[src/rtl/eaq_pkg.sv]
package eaq_pkg;

    typedef enum logic [1:0] {
        ACC_FETCH = 2'b00,
        ACC_LOAD  = 2'b01,
        ACC_STORE = 2'b10,
        ACC_SPARE = 2'b11
    } access_e;

    typedef enum logic [1:0] {
        KIND_NONE  = 2'd0,
        KIND_ISEG  = 2'd1,
        KIND_DSEG  = 2'd2,
        KIND_RSVD  = 2'd3
    } seg_kind_e;

    localparam int unsigned QUAD_W     = 2;
    localparam int unsigned RSVD_FIELD = 10;

endpackage

[src/rtl/eaq_range_check.sv]
module eaq_range_check #(
    parameter int unsigned FIELD_W = 10
) (
    input  logic [FIELD_W-1:0] field,
    output logic               bad
);
    logic [FIELD_W:0] acc;

    assign acc[0] = 1'b0;

    for (genvar i = 0; i < FIELD_W; i++) begin : g_or
        assign acc[i+1] = acc[i] | field[i];
    end

    assign bad = acc[FIELD_W];
endmodule

[src/rtl/eaq_quadrant_select.sv]
module eaq_quadrant_select #(
    parameter int unsigned ID_W = 32
) (
    input  logic [1:0]      quad,
    input  logic            hv,
    input  logic [ID_W-1:0] cur_lpid,
    input  logic [ID_W-1:0] cur_pid,
    output logic [ID_W-1:0] sel_lpid,
    output logic [ID_W-1:0] sel_pid,
    output logic            illegal
);
    always_comb begin
        sel_lpid = '0;
        sel_pid  = '0;
        illegal  = 1'b0;
        if (hv) begin
            unique case (quad)
                2'd0: begin
                    sel_pid = cur_pid;
                end
                2'd1: begin
                    sel_lpid = cur_lpid;
                    sel_pid  = cur_pid;
                end
                2'd2: begin
                    sel_lpid = cur_lpid;
                end
                default: begin
                end
            endcase
        end else begin
            unique case (quad)
                2'd0: begin
                    sel_lpid = cur_lpid;
                    sel_pid  = cur_pid;
                end
                2'd3: begin
                    sel_lpid = cur_lpid;
                end
                default: begin
                    illegal = 1'b1;
                end
            endcase
        end
    end
endmodule

[src/rtl/eaq_fault_classify.sv]
module eaq_fault_classify
    import eaq_pkg::*;
(
    input  logic       fault,
    input  logic [1:0] access,
    output logic [1:0] kind,
    output logic       dar_we
);
    always_comb begin
        kind   = KIND_NONE;
        dar_we = 1'b0;
        if (fault) begin
            if (access == ACC_FETCH) begin
                kind = KIND_ISEG;
            end else begin
                kind   = KIND_DSEG;
                dar_we = 1'b1;
            end
        end
    end
endmodule

[src/rtl/eaq_qualifier.sv]
module eaq_qualifier
    import eaq_pkg::*;
#(
    parameter int unsigned EA_W  = 64,
    parameter int unsigned ID_W  = 32,
    parameter int unsigned ERR_W = 32
) (
    input  logic             clk,
    input  logic             rst_n,
    input  logic             in_valid,
    input  logic [EA_W-1:0]  in_ea,
    input  logic             in_hv,
    input  logic [1:0]       in_access,
    input  logic [ID_W-1:0]  in_lpid,
    input  logic [ID_W-1:0]  in_pid,
    output logic             out_valid,
    output logic [ID_W-1:0]  out_lpid,
    output logic [ID_W-1:0]  out_pid,
    output logic             out_fault,
    output logic [1:0]       out_kind,
    output logic             out_dar_we,
    output logic [EA_W-1:0]  out_dar,
    output logic [ERR_W-1:0] out_err_code
);
    localparam int unsigned QUAD_HI = EA_W - 1;
    localparam int unsigned QUAD_LO = EA_W - QUAD_W;
    localparam int unsigned CHK_HI  = QUAD_LO - 1;
    localparam int unsigned CHK_LO  = QUAD_LO - RSVD_FIELD;

    typedef struct packed {
        logic             valid;
        logic [ID_W-1:0]  lpid;
        logic [ID_W-1:0]  pid;
        logic             fault;
        logic [1:0]       kind;
        logic             dar_we;
        logic [EA_W-1:0]  dar;
        logic [ERR_W-1:0] err;
    } result_t;

    result_t state_d, state_q;

    logic            range_bad;
    logic            quad_illegal;
    logic [ID_W-1:0] q_lpid;
    logic [ID_W-1:0] q_pid;
    logic            any_fault;
    logic [1:0]      f_kind;
    logic            f_dar_we;

    eaq_range_check #(
        .FIELD_W (RSVD_FIELD)
    ) u_range (
        .field (in_ea[CHK_HI:CHK_LO]),
        .bad   (range_bad)
    );

    eaq_quadrant_select #(
        .ID_W (ID_W)
    ) u_quad (
        .quad     (in_ea[QUAD_HI:QUAD_LO]),
        .hv       (in_hv),
        .cur_lpid (in_lpid),
        .cur_pid  (in_pid),
        .sel_lpid (q_lpid),
        .sel_pid  (q_pid),
        .illegal  (quad_illegal)
    );

    assign any_fault = range_bad | quad_illegal;

    eaq_fault_classify u_class (
        .fault  (any_fault),
        .access (in_access),
        .kind   (f_kind),
        .dar_we (f_dar_we)
    );

    always_comb begin
        state_d        = state_q;
        state_d.valid  = in_valid;
        state_d.dar_we = 1'b0;
        if (in_valid) begin
            state_d.fault  = any_fault;
            state_d.kind   = f_kind;
            state_d.dar_we = f_dar_we;
            state_d.err    = '0;
            if (any_fault) begin
                state_d.lpid = '0;
                state_d.pid  = '0;
            end else begin
                state_d.lpid = q_lpid;
                state_d.pid  = q_pid;
            end
            if (f_dar_we) begin
                state_d.dar = in_ea;
            end
        end
    end

    always_ff @(posedge clk or negedge rst_n) begin
        if (!rst_n) begin
            state_q <= '0;
        end else begin
            state_q <= state_d;
        end
    end

    assign out_valid    = state_q.valid;
    assign out_lpid     = state_q.lpid;
    assign out_pid      = state_q.pid;
    assign out_fault    = state_q.fault;
    assign out_kind     = state_q.kind;
    assign out_dar_we   = state_q.dar_we;
    assign out_dar      = state_q.dar;
    assign out_err_code = state_q.err;
endmodule

[config.mk]
export PLATFORM = sky130hd
export DESIGN_NAME = eaq_qualifier
export DESIGN_NICKNAME = d
export VERILOG_FILES = /design/src/rtl/eaq_pkg.sv /design/src/rtl/eaq_range_check.sv /design/src/rtl/eaq_quadrant_select.sv /design/src/rtl/eaq_fault_classify.sv /design/src/rtl/eaq_qualifier.sv
export SDC_FILE = /design/constraint.sdc
export NUM_CORES = 1
export LEC_CHECK = 0
export ABC_AREA = 1
export CAP_MARGIN = 40
export CORE_MARGIN = 3
export CORE_UTILIZATION = 25
export DETAILED_ROUTE_END_ITERATION = 10
export SLEW_MARGIN = 15
export SYNTH_ARGS = -nofsm -noshare
export SYNTH_HDL_FRONTEND = slang
export SYNTH_SLANG_ARGS = --single-unit
[constraint.sdc]
create_clock -name clk -period 1.6 [get_ports clk]
set_clock_uncertainty 0.1 [all_clocks]
set_input_delay 0.24 -clock clk [delete_from_list [all_inputs] [get_ports clk]]
set_output_delay 0.24 -clock clk [all_outputs]
set_load 0.005 [all_outputs]
## Word level (Yosys, flattened, before mapping)

Index checks and enable logic that the tools add are counted.

- Register bits after elaboration: 133
- Bits of input ports: 134
- Output and inout bits: 165
- Logic and storage cells: 41

- Equal/unequal tests: 3
- Muxes and demuxes: 15
- Bitwise logic cells: 10
- Reductions and logical operators: 6

Operators with widths:

| operator | number |
|---|---|
| 32-bit two-way mux | 6 |
| 64-bit two-way mux | 2 |
| 97-bit two-way mux | 1 |
| 1-bit OR | 10 |
| 2-bit OR reduction | 3 |
| 2-bit == test (second input constant) | 2 |
| 2-bit logical NOT | 2 |
| 1-bit two-way mux | 4 |
| 2-bit two-way mux | 2 |
| 2-bit by 1-bit == test with 1-bit output (second input constant) | 1 |
| 2-bit AND reduction | 1 |

## Longest topological paths before layout

- Word-level depth: 13
- Gate-level depth with buffers: 12
- Depth with buffers taken out: 9

## By module

A second synthesis with hierarchy kept.

- Cells, all modules: 804
- Area, all modules: 6329.8 µm²

By module, submodules not included:

| module | times used | cells each | area each (µm²) | sequential area each (µm²) |
|---|---|---|---|---|
| eaq_qualifier | 1 | 598 | 5323.9 | 3328.2 |
| eaq_quadrant_select | 1 | 189 | 930.9 | 0.0 |
| eaq_range_check | 1 | 9 | 38.8 | 0.0 |
| eaq_fault_classify | 1 | 8 | 36.3 | 0.0 |

## Worst setup path after synthesis

Ideal clock, no wire load.

- Kind: input port to flip-flop
- From: input port in_ea[62]
- To: register state_q, in the netlist out_dar[54]
- Setup time: 117 ps
- Arrival: 1365 ps
- Required time: 1383 ps
- Slack: 18 ps
- Stages on the path: 11
- Path buffers: 3
- Path through: inv_1 > ha_1 > buf_2 > nand2_2 > nand2_2 > nor2_4 > nand2_4 > buf_6 > buf_2 > nand4_1 > nand2_1

- Cells in the longest elaborated chain, start to end: 7
- Elaborated cells on any way between the ends: 8
- Those cells by class: eq/ne (1); mux (3); bitwise (1); reduce/logical (3)

Ends and longest elaborated chain:

| what | line | text |
|---|---|---|
| from (decl) | eaq_qualifier.sv:11 | `input logic [EA_W-1:0] in_ea,` |
| 2-bit == test or 2-bit logical NOT (tied branches) | eaq_quadrant_select.sv:32 | `unique case (quad)` |
| 2-bit OR reduction (no source line) (*) | -- |  |
| 1-bit two-way mux (*) | eaq_quadrant_select.sv:32 |  |
| 1-bit two-way mux (*) | eaq_quadrant_select.sv:16 | `if (hv) begin` |
| 1-bit OR (*) | eaq_qualifier.sv:70 | `assign any_fault = range_bad \| quad_illegal;` |
| 1-bit two-way mux (*) | eaq_fault_classify.sv:12 | `if (fault) begin` |
| 2-bit AND reduction (no source line) (*) | -- |  |
| to (signal assigned) | eaq_qualifier.sv:105 | `state_q <= state_d;` |
| to (decl) | eaq_qualifier.sv:41 | `result_t state_d, state_q;` |

Mark *: on every way between the ends. The rest lies on a longest branch, timed or not.
A chain may end at the register's enable or synchronous reset.

## Worst setup path after layout

- From: input port in_ea[54]
- To: register state_q, in the netlist out_pid[16]

- Cells in the longest elaborated chain, start to end: 10

Ends and longest elaborated chain:

| what | line | text |
|---|---|---|
| 1-bit OR (8 in a row) | eaq_range_check.sv:12 | `assign acc[i+1] = acc[i] \| field[i];` |
| 1-bit OR | eaq_qualifier.sv:70 |  |
| 64-bit two-way mux | eaq_qualifier.sv:88 | `if (any_fault) begin` |

No other way between the ends.

==> reports/results.env <==
YS_SEQ_AREA_FRAC=0.518
YS_TOP_CELLS_BY_AREA='sky130_fd_sc_hd__dfrtp_1 (52%), sky130_fd_sc_hd__nand2_1 (20%), sky130_fd_sc_hd__nand3_1 (7.5%)'
WORSTREG2REGEND='out_pid[22]'
CTS_TREE='done'
DPL.HPWL_MM=15.0
SYNTHCELLS=806
SYNTH.CELLS.MOST_FREQUENT='sky130_fd_sc_hd__nand2_1 (344), sky130_fd_sc_hd__dfrtp_1 (133), sky130_fd_sc_hd__nand3_1 (96)'
CTS.SINK_COUNT=133
CRITPATHMAXFANOUT=7
DOMINANTREGCELLSYNTH='sky130_fd_sc_hd__dfrtp_1'
CHIPWIDTH_UM=166
MAPPEDNETLISTAREA_MM2=0.00643
CRIT_START='in_ea[54]'
CTS_INSERTED_BUFFERS=17
PATH_CLK_SLEW_NS=0.07
FINALSETUPVIOLCOUNT=0
DRTITER0DRC=395
FINAL-HOLD-VIOLATION-COUNT=0
SYNTH.YOSYS.WARNINGS=0
DRTPASS1ITERATIONS=5
WORSTSETUPPATHTYPE='in -> reg'
REG2REG_SETUP_SLACK_NS=0.77
CP_DATA_REQUIRED_TIME_NS=1.85
SYNTH_ENABLE_FLOP_CELLS=0
TIMING.CRITICAL_PATH.CELLS='clkdlybuf4s50_1 > nor2_2 > nand2_2 > nor2_4 > nand2_4 > buf_12 > nor2_4 > bufbuf_16 > nand2_1 > nand2_1'
GRT_START_MAX_NET_PINS=78
YOSYS_REGISTER_BITS=133
FINALWEIGHTEDCONGESTION=0.809
RR_STARTPOINT='out_pid[22]'
SYN_TO_FINAL_GROWTH_PCT=56.3
POSTROUTEWIRELENGTH_MM=22.1
POST_DRT_VIA_CELL_RATIO=4.41
NUMBER_OF_ANTENNA_VIOLATIONS_AT_THE_FIRST_CHECK_IN_GLOBAL_ROUTING=1
INITIAL_CORE_UTIL=0.254
GRT_SETUP_UNREPAIRED='false'
CP-ENDPOINT='out_pid[16]'
NETS=1216
CTSROOTBUFFERMASTER='sky130_fd_sc_hd__clkbuf_16'
CRIT_PATH_TOP_DELAY_CELL='sky130_fd_sc_hd__clkdlybuf4s50_1'
FF_TO_FF_PATH_DEPTH=3
POWER_PER_CELL_AREA_mW_PER_MM2=878
SYNTHDOMINANTAREACELLTYPE='sky130_fd_sc_hd__dfrtp_1'
GRT_OVERFLOW=0
CTS_MAX_PATH_BUFFERS=2
WL_PER_CELL_UM=15.5
YS_ASYNC_SR_FRACTION=1.00
HTREE_NUM_LEVELS=4
MAX_CAP_VIOL_COUNT=0
SETUP-TNS-FINAL_NS=0
IOS=299
SYNTHMOSTINSTANTIATEDCELL='sky130_fd_sc_hd__nand2_1'
VIAS=6270
WORSTSETUPENDPOINTTYPE='flip-flop'
SYNTH.DISTINCT_CELLS=22
P_LEAK_nW=5.53
NUMBER_OF_GLOBAL_ROUTE_VIAS_BEFORE_REPAIR=6127
ROWS=58
FILLCELLCOUNT=2612
FINAL_AREA_MM2=0.0100
CRITICAL_PATH_AT_NS=1.78
SYN-MEAN-INSTANCE-AREA_UM2=7.97
NUMBER_OF_BUFFER_AND_INVERTER_INSTANCES_ALONG_THE_WORST_SETUP_PATH=3
WORST_PATH_DOMINANT_CELL_FAMILY='buffers and inverters'
SYNTH_TOP_AREA_FRAC=0.518
REPORT.FINAL.SLEW_VIOL_COUNT=0
GR-USAGE-ALL-LAYERS=0.158
CP-START-KIND='primary input'
VDD_IR_DROP_MAX_mV=0.514
ANTENNA-DIODE-COUNT=0
OUTCOME='finished clean'
DRC=0
PLACE_AREA_MM2=0.00951
CRITICAL-PATH-MAX-STAGE-DELAY_NS=0.43
LAYOUT_WORST_PATH_CYCLE_SHARE=0.952
FINAL_PERIOD_MINUS_WORST_SETUP_SLACK_NS=1.52
WORST_SKEW_PAIR.LATE_LATENCY_NS=0.41
ROUTE.ANTENNA.REMAINING_NETS=0
GRT_FIRST_PASS_WIRELENGTH_MM=35.4
FLOORPLAN.CORE_AREA_MM2=0.0253
SHARE_OF_FINAL_LAYOUT_STANDARD_CELLS_STRONGER_THAN_DRIVE_STRENGTH_1=0.0906
TOTAL_STAGE_COUNT_OF_THE_CRITICAL_PATH=10
BUFFER_PORTS.INSERTED=266
MAX_FREQ_MHz=657
HOLDCRITPATHCLASS='in -> reg'
DIEHEIGHT_UM=166
DIEAREA_MM2=0.0277
[power by group]
part           leakage, nW  internal, mW  total [mW]  switching (mW)
sequential            1.74          3.56        3.66          0.0975
combinational         3.53         0.750        1.47           0.716
clock                0.264          2.09        3.69            1.60
total                 5.53          6.40        8.82            2.42
[flip-flops by register name, indices dropped and copies added (netlist names)]
name / cells
out_dar: 64
out_kind: 2
out_lpid: 32
out_dar_we: 1
out_fault: 1
out_valid: 1
out_pid: 32
[worst min-delay path: cells and delay by family]
family	cells	cell delay (ns)
buffers and inverters	1	0.15
and+or+nand+nor	2	0.15
[layout by cell type (no fill, tap or decap), drive strengths merged, types with 2 or more instances in the layout]
cell type / instances
nand3: 97
clkinv: 5
conb: 32
inv: 28
nor2: 40
dfrtp: 133
clkdlybuf4s50: 128
nand4: 64
buf: 53
dlygate4sd2: 135
ha: 2
clkbuf: 20
clkinvlp: 3
nand2: 347
[kinds of logic after synthesis]
logic type	after synthesis	synth area share
other cells	1	0.000584
compound gates	2	0.00331
flops	133	0.518
buf+inv	119	0.104
fa+ha+maj	2	0.00389
simple gates	549	0.370
[worst min path at each step]
stage | slack, ns | depth (start not counted) | startpoint | end
after floorplan | -0.16 | 0 | rst_n | out_dar[0]
after global placement | 0.07 | 1 | rst_n | out_dar[32]
after detailed placement | 0.07 | 1 | rst_n | out_dar[32]
after CTS | 0.13 | 3 | in_ea[63] | out_dar[63]
after global routing | 0.06 | 3 | in_ea[53] | out_dar[53]
final | 0.06 | 3 | in_ea[53] | out_dar[53]
[layer usage]
| layer | global-route usage | routed length, um |
|---|---|---|
| met1 | 0.224 | 10400 |
| met2 | 0.244 | 9990 |
| met3 | 0.0428 | 1510 |
| met4 | 0.0366 | 167 |
| met5 | 0 | 13 |
[cell type report]
| type | count | area (um2) | area share |
|---|---|---|---|
| flip-flops and latches | 133 | 3330 | 0.331 |
| repair buffers | 319 | 3100 | 0.308 |
| multi-input cells | 585 | 2560 | 0.255 |
| clock buffers | 20 | 457 | 0.0455 |
| well taps | 330 | 413 | 0.0411 |
| clock inverters | 12 | 93.8 | 0.00935 |
| inverters | 24 | 92.6 | 0.00922 |
[metrics by stage]
step	setup WS, ns	utilization	hold slack, ns	std cells	power (mW)
after floorplan	0.0181	-	-0.156	837	4.31
after global placement	-0.530	0.377	0.0737	1378	5.32
after detailed placement	-0.572	0.377	0.0732	1378	5.33
after CTS	0.0113	0.397	0.133	1423	8.99
after global routing	0.00344	0.398	0.0559	1423	9.32
final	0.0770	0.398	0.0580	1423	8.82
[repair_timing]
action / in CTS / in global routing
gates cloned: 1 / 0
hold buffers: 1 / 0
setup buffers: 11 / 0
pin swaps: 1 / 2
endpoints found under the setup margin: 248 / 20
hold endpoints to repair: 133 / 0
resized for setup: 137 / 3
(Power assumes the default switching activity.)
